==> src/rtl/mw_pkg.sv <==
package mw_pkg;
  typedef enum logic [1:0] {
    MW_HOLD = 2'd0,
    MW_LOAD = 2'd1,
    MW_STEP = 2'd2
  } mw_cmd_e;
endpackage

==> src/rtl/mw_first_pick.sv <==
module mw_first_pick #(
  parameter int ROWS = 32
) (
  input  logic [ROWS-1:0] pend_i,
  output logic [ROWS-1:0] pick_o
);
  // lower_any[r] is high when any row below r is pending
  logic [ROWS:0] lower_any;
  assign lower_any[0] = 1'b0;

  for (genvar r = 0; r < ROWS; r++) begin : g_chain
    assign lower_any[r+1] = lower_any[r] | pend_i[r];
    assign pick_o[r]      = pend_i[r] & ~lower_any[r];
  end
endmodule

==> src/rtl/mw_index_enc.sv <==
module mw_index_enc #(
  parameter int ROWS  = 32,
  parameter int IDX_W = 5
) (
  input  logic [ROWS-1:0]  onehot_i,
  output logic [IDX_W-1:0] index_o
);
  for (genvar b = 0; b < IDX_W; b++) begin : g_bit
    always_comb begin
      index_o[b] = 1'b0;
      for (int r = 0; r < ROWS; r++) begin
        if (((r >> b) & 1) == 1) index_o[b] = index_o[b] | onehot_i[r];
      end
    end
  end
endmodule

==> src/rtl/mw_popcount.sv <==
module mw_popcount #(
  parameter int ROWS  = 32,
  parameter int CNT_W = 6
) (
  input  logic [ROWS-1:0]  vec_i,
  output logic [CNT_W-1:0] cnt_o
);
  always_comb begin
    cnt_o = '0;
    for (int r = 0; r < ROWS; r++) begin
      cnt_o = cnt_o + CNT_W'(vec_i[r]);
    end
  end
endmodule

==> src/rtl/match_walker.sv <==
module match_walker
  import mw_pkg::*;
#(
  parameter int ROWS  = 32,
  parameter int IDX_W = (ROWS > 1) ? $clog2(ROWS) : 1,
  parameter int CNT_W = $clog2(ROWS + 1)
) (
  input  logic             clk,
  input  logic             rst,
  input  logic             load_i,
  input  logic             next_i,
  input  logic [ROWS-1:0]  match_i,
  output logic [ROWS-1:0]  sel_onehot_o,
  output logic [IDX_W-1:0] sel_index_o,
  output logic             sel_valid_o,
  output logic [CNT_W-1:0] match_count_o
);
  mw_cmd_e          cmd;
  logic [ROWS-1:0]  pend_q, pend_d;
  logic [ROWS-1:0]  pick_d;
  logic [IDX_W-1:0] idx_d;
  logic [CNT_W-1:0] pop_d;

  // load outranks advance
  always_comb begin
    if (load_i)      cmd = MW_LOAD;
    else if (next_i) cmd = MW_STEP;
    else             cmd = MW_HOLD;
  end

  always_comb begin
    unique case (cmd)
      MW_LOAD: pend_d = match_i;
      MW_STEP: pend_d = pend_q & ~sel_onehot_o;
      default: pend_d = pend_q;
    endcase
  end

  mw_first_pick #(.ROWS(ROWS)) u_pick (
    .pend_i (pend_d),
    .pick_o (pick_d)
  );

  mw_index_enc #(.ROWS(ROWS), .IDX_W(IDX_W)) u_enc (
    .onehot_i (pick_d),
    .index_o  (idx_d)
  );

  mw_popcount #(.ROWS(ROWS), .CNT_W(CNT_W)) u_pop (
    .vec_i (match_i),
    .cnt_o (pop_d)
  );

  always_ff @(posedge clk) begin
    if (rst) begin
      pend_q        <= '0;
      sel_onehot_o  <= '0;
      sel_index_o   <= '0;
      sel_valid_o   <= 1'b0;
      match_count_o <= '0;
    end else begin
      if (cmd != MW_HOLD) begin
        pend_q       <= pend_d;
        sel_onehot_o <= pick_d;
        sel_index_o  <= idx_d;
        sel_valid_o  <= |pend_d;
      end
      if (cmd == MW_LOAD) match_count_o <= pop_d;
    end
  end
endmodule

==> config.mk <==
export PLATFORM = sky130hd
export DESIGN_NAME = match_walker
export DESIGN_NICKNAME = d
export VERILOG_FILES = /design/src/rtl/mw_pkg.sv /design/src/rtl/mw_first_pick.sv /design/src/rtl/mw_index_enc.sv /design/src/rtl/mw_popcount.sv /design/src/rtl/match_walker.sv
export SDC_FILE = /design/constraint.sdc
export NUM_CORES = 1
export LEC_CHECK = 0
export ABC_AREA = 1
export BUFFER_PORTS_ARGS = -buffer_cell sky130_fd_sc_hd__buf_2
export CORE_UTILIZATION = 50
export DETAILED_ROUTE_END_ITERATION = 8
export GPL_ROUTABILITY_DRIVEN = 1
export PLACE_DENSITY_LB_ADDON = 0.1
export SETUP_SLACK_MARGIN = 0.02
export SYNTH_ARGS = -nofsm -noshare
export SYNTH_HDL_FRONTEND = slang
export SYNTH_HIERARCHICAL = 1
export SYNTH_SLANG_ARGS = --single-unit
export TNS_END_PERCENT = 30
==> constraint.sdc <==
create_clock -name clk -period 5.8 [get_ports clk]
set_input_delay 1.45 -clock clk [delete_from_list [all_inputs] [get_ports clk]]
set_output_delay 1.45 -clock clk [all_outputs]
set_load 0.02 [all_outputs]
==> summary.txt <==
Global route
  – Gr usage total: 27.4%
  – Initial antenna violation count: 0
  – Gr ovfl total: 0
  – First-pass GRT wire length: 21,100 µm
  – Vias in the first global route: 4,434
  – Pin count of the biggest net entering global routing: 45

Power and ir drop
  – Power per cell area: 382 nW/µm²
  – Lkg Pwr: 3.00 nW
  – Total Power: 0.00215 W
  – Peak VDD IR: 897 µV

Clock network
  – CTS Buffer Depth: 2
  – H-Tree Depth: 3
  – TritonCTS Buffers: 9
  – Clock-pin slew on the worst setup and hold paths: 0.08 ns
  – Clock Sink Count: 76
  – Number of buffers inserted by hold repair at cts: 0
  – Clk Latency, worst-skew pair: 0.35 ns
  – CTS tree: done
  – Clock Tree Root: clkbuf_8

Cells and area
  – # nets final: 876
  – Synth-to-Final Area Change: 17.2%
  – Most common cell after layout, fill and taps aside: nor2_1
  – Most frequent cells in the layout: nor2_1 (172), nand2_1 (153), inv_1 (117), buf_2 (79), dfxtp_1 (76)
  – N_diodes: 0
  – Share of post-route cells with drive strength above 1: 16.9%

Die
  – Placeable Area: 9280 µm²
  – DIE WIDTH: 100 µm
  – Row count: 35
  – Die ar.: 9990 µm²
  – Number of placed I/O pins: 80
  – Starting density of the core: 51.7%
  – Vert. Die Dim: 100 µm

Logic synthesis
  – Yosys cell types: 25
  – FF+latch count, synth: 76
  – Syn. warnings: 6
  – Mean Syn Cell Area: 6.62 µm²
  – Syn_nets: 793
  – Mapped cell area: 4800 µm²
  – Seq/Total Area, Yosys: 31.7%
  – Cells after Synth: 725

Timing
  – RSZ-0062 raised after global routing: true
  – # setup viols final: 0
  – Setup TNS: 0 ns
  – Worst slew pin tran: 1.12 ns
  – Fmax achieved: 0.178 GHz
  – Rel. slew slack: 25.0%
  – Final hold viol count: 0
  – Final min period: 5.63 ns
  – Post-route clock period utilization: 97.0%
  – Slew Limit Fails: 0
  – Skew final: 0.0106 ns

Detailed routing
  – Total number of vias: 4,677
  – Final wirelength: 12,800 µm
  – Routed WL per cell: 13.5 µm
  – Detailed Routing Iterations Pass 1: 5
  – Routed Antenna Nets: 0
  – Remaining DRCs: 0
  – Vias per cell: 4.96
  – Iter 0 DRT Violations: 303

Worst setup path
  – Critical Path Fanout Max: 2
  – Worst r2r src: sel_onehot_o[4]$_SDFFE_PP0P_
  – WS Path Type: in2reg
  – Startpoint types: input port
  – FF-to-FF path depth: 22
  – Arr. time, crit path: 5.87 ns
  – Setup slack, reg-to-reg: 2.27 ns
  – Capturing element type of the critical path: flip-flop
  – Worst EP required: 6.04 ns
  – Reg-to-Reg End: sel_index_o[3]$_SDFFE_PP0P_

Min path
  – Worst Hold Class: reg2reg
  – Hold endpoint: sel_onehot_o[14]$_SDFFE_PP0P_
  – Hold Crit Depth: 2
  – Min-delay src: sel_onehot_o[14]$_SDFFE_PP0P_

Job
  – Max Cap Violations: 0

Run status
  – Status: completed

Placement
  – DP HPWL: 9830 µm
  – Gpl congestion: 0.905
  – Number of port buffers: 79
final cells by class:
class	count	area (µm²)
clock buffers	10	128
clock inverters	6	113
fillers	933	3660
inverters	120	450
multi-input cells	502	2710
flip-flops and latches	76	1520
well taps	129	161
repair buffers	99	546
metrics by stage:
stage | setup WS, ns | cells | util, % | hold slack, ns | instance area [µm²]
final | 0.173 | 942 | 60.6 | 0.469 | 5620
after detailed placement | -0.261 | 926 | 58.0 | 0.459 | 5380
after global placement | -0.207 | 926 | 58.0 | 0.456 | 5380
after global routing | 0.0181 | 942 | 60.6 | 0.510 | 5620
after CTS | 0.113 | 942 | 60.6 | 0.471 | 5620
after floorplan | 0.0623 | 725 | - | 0.466 | 4800
Yosys cell counts:
| cell | count | area share [%] |
|---|---|---|
| inv_2 | 1 | 0.078 |
| and2_1 | 2 | 0.26 |
| nor2_1 | 172 | 13 |
| nand4_4 | 5 | 2.2 |
| nand2_1 | 153 | 12 |
| buf_2 | 8 | 0.83 |
| nand3_1 | 30 | 3.1 |
| nand2_2 | 1 | 0.13 |
| xnor2_1 | 1 | 0.18 |
| dfxtp_1 | 76 | 32 |
| nor4_1 | 7 | 0.91 |
| nor2_2 | 5 | 0.65 |
| nor3b_1 | 3 | 0.47 |
| buf_4 | 5 | 0.78 |
| nand4_2 | 2 | 0.52 |
| a21oi_1 | 30 | 3.1 |
| nor3_4 | 1 | 0.34 |
| nor2_4 | 5 | 1.2 |
| inv_1 | 118 | 9.2 |
| ha_1 | 8 | 2.1 |
| o21ai_0 | 44 | 4.6 |
| nor3_1 | 9 | 0.94 |
| fa_1 | 24 | 10 |
| clkinv_1 | 1 | 0.078 |
| clkbuf_1 | 14 | 1.1 |
critical path: stages:
cell	delay (ns)
buf_2	0.13
fa_1	0.53
inv_1	0.05
fa_1	0.50
inv_1	0.05
fa_1	0.48
inv_1	0.06
fa_1	0.46
fa_1	0.55
fa_1	0.45
fa_2	0.40
fa_2	0.36
buf_4	0.14
xnor2_1	0.11
nor2_1	0.10
nor2_1	0.05
report_power, final:
group / switching, W / internal [W]
clock network: 0.000206 / 0.000287
logic: 0.000636 / 0.000436
registers: 0.0000192 / 0.000562
total: 0.000861 / 0.00129
cells by family (layout without fill, tap and decap cells):
group | count (synthesis) | count (layout) | share of synthesized area [%]
simple gates | 395 | 395 | 36.2
buf+inv | 147 | 235 | 12.1
flops | 76 | 76 | 31.7
compound gates | 74 | 74 | 7.72
fa+ha+maj | 32 | 32 | 12.1
xor+xnor | 1 | 1 | 0.183
layer usage:
metal | up-vias | wire length [µm] | GRT usage [%]
met1 | 2133 | 5960 | 36.3
li1 | 2379 | - | -
met2 | 145 | 5730 | 44.1
met5 | - | 0 | 0
met3 | 20 | 830 | 6.55
met4 | 0 | 233 | 8.71
worst max-delay path by stage:
stage / from / endpoint / slack, ns / depth (start not counted)
2_1_floorplan: match_i[25] / match_count_o[4]$_SDFFE_PP0N_ / 0.06 / 17
3_3_place_gp: match_i[19] / match_count_o[4]$_SDFFE_PP0N_ / -0.21 / 18
3_5_place_dp: match_i[19] / match_count_o[4]$_SDFFE_PP0N_ / -0.26 / 18
4_1_cts: match_i[19] / match_count_o[4]$_SDFFE_PP0N_ / 0.11 / 18
5_1_grt: match_i[19] / match_count_o[4]$_SDFFE_PP0N_ / 0.02 / 18
6_report: match_i[19] / match_count_o[2]$_SDFFE_PP0N_ / 0.17 / 16
flip-flops by register name, indices dropped and copies added (netlist names):
name and count:
sel_index_o 5, pend_q 32, sel_onehot_o 32, sel_valid_o 1, match_count_o 6
timing repair:
item,4_1_cts,5_1_grt
resized for setup,0,2
endpoints found under the setup margin,0,2
buffers inserted,0,0
No activity file was read; power rests on OpenSTA's default activity.
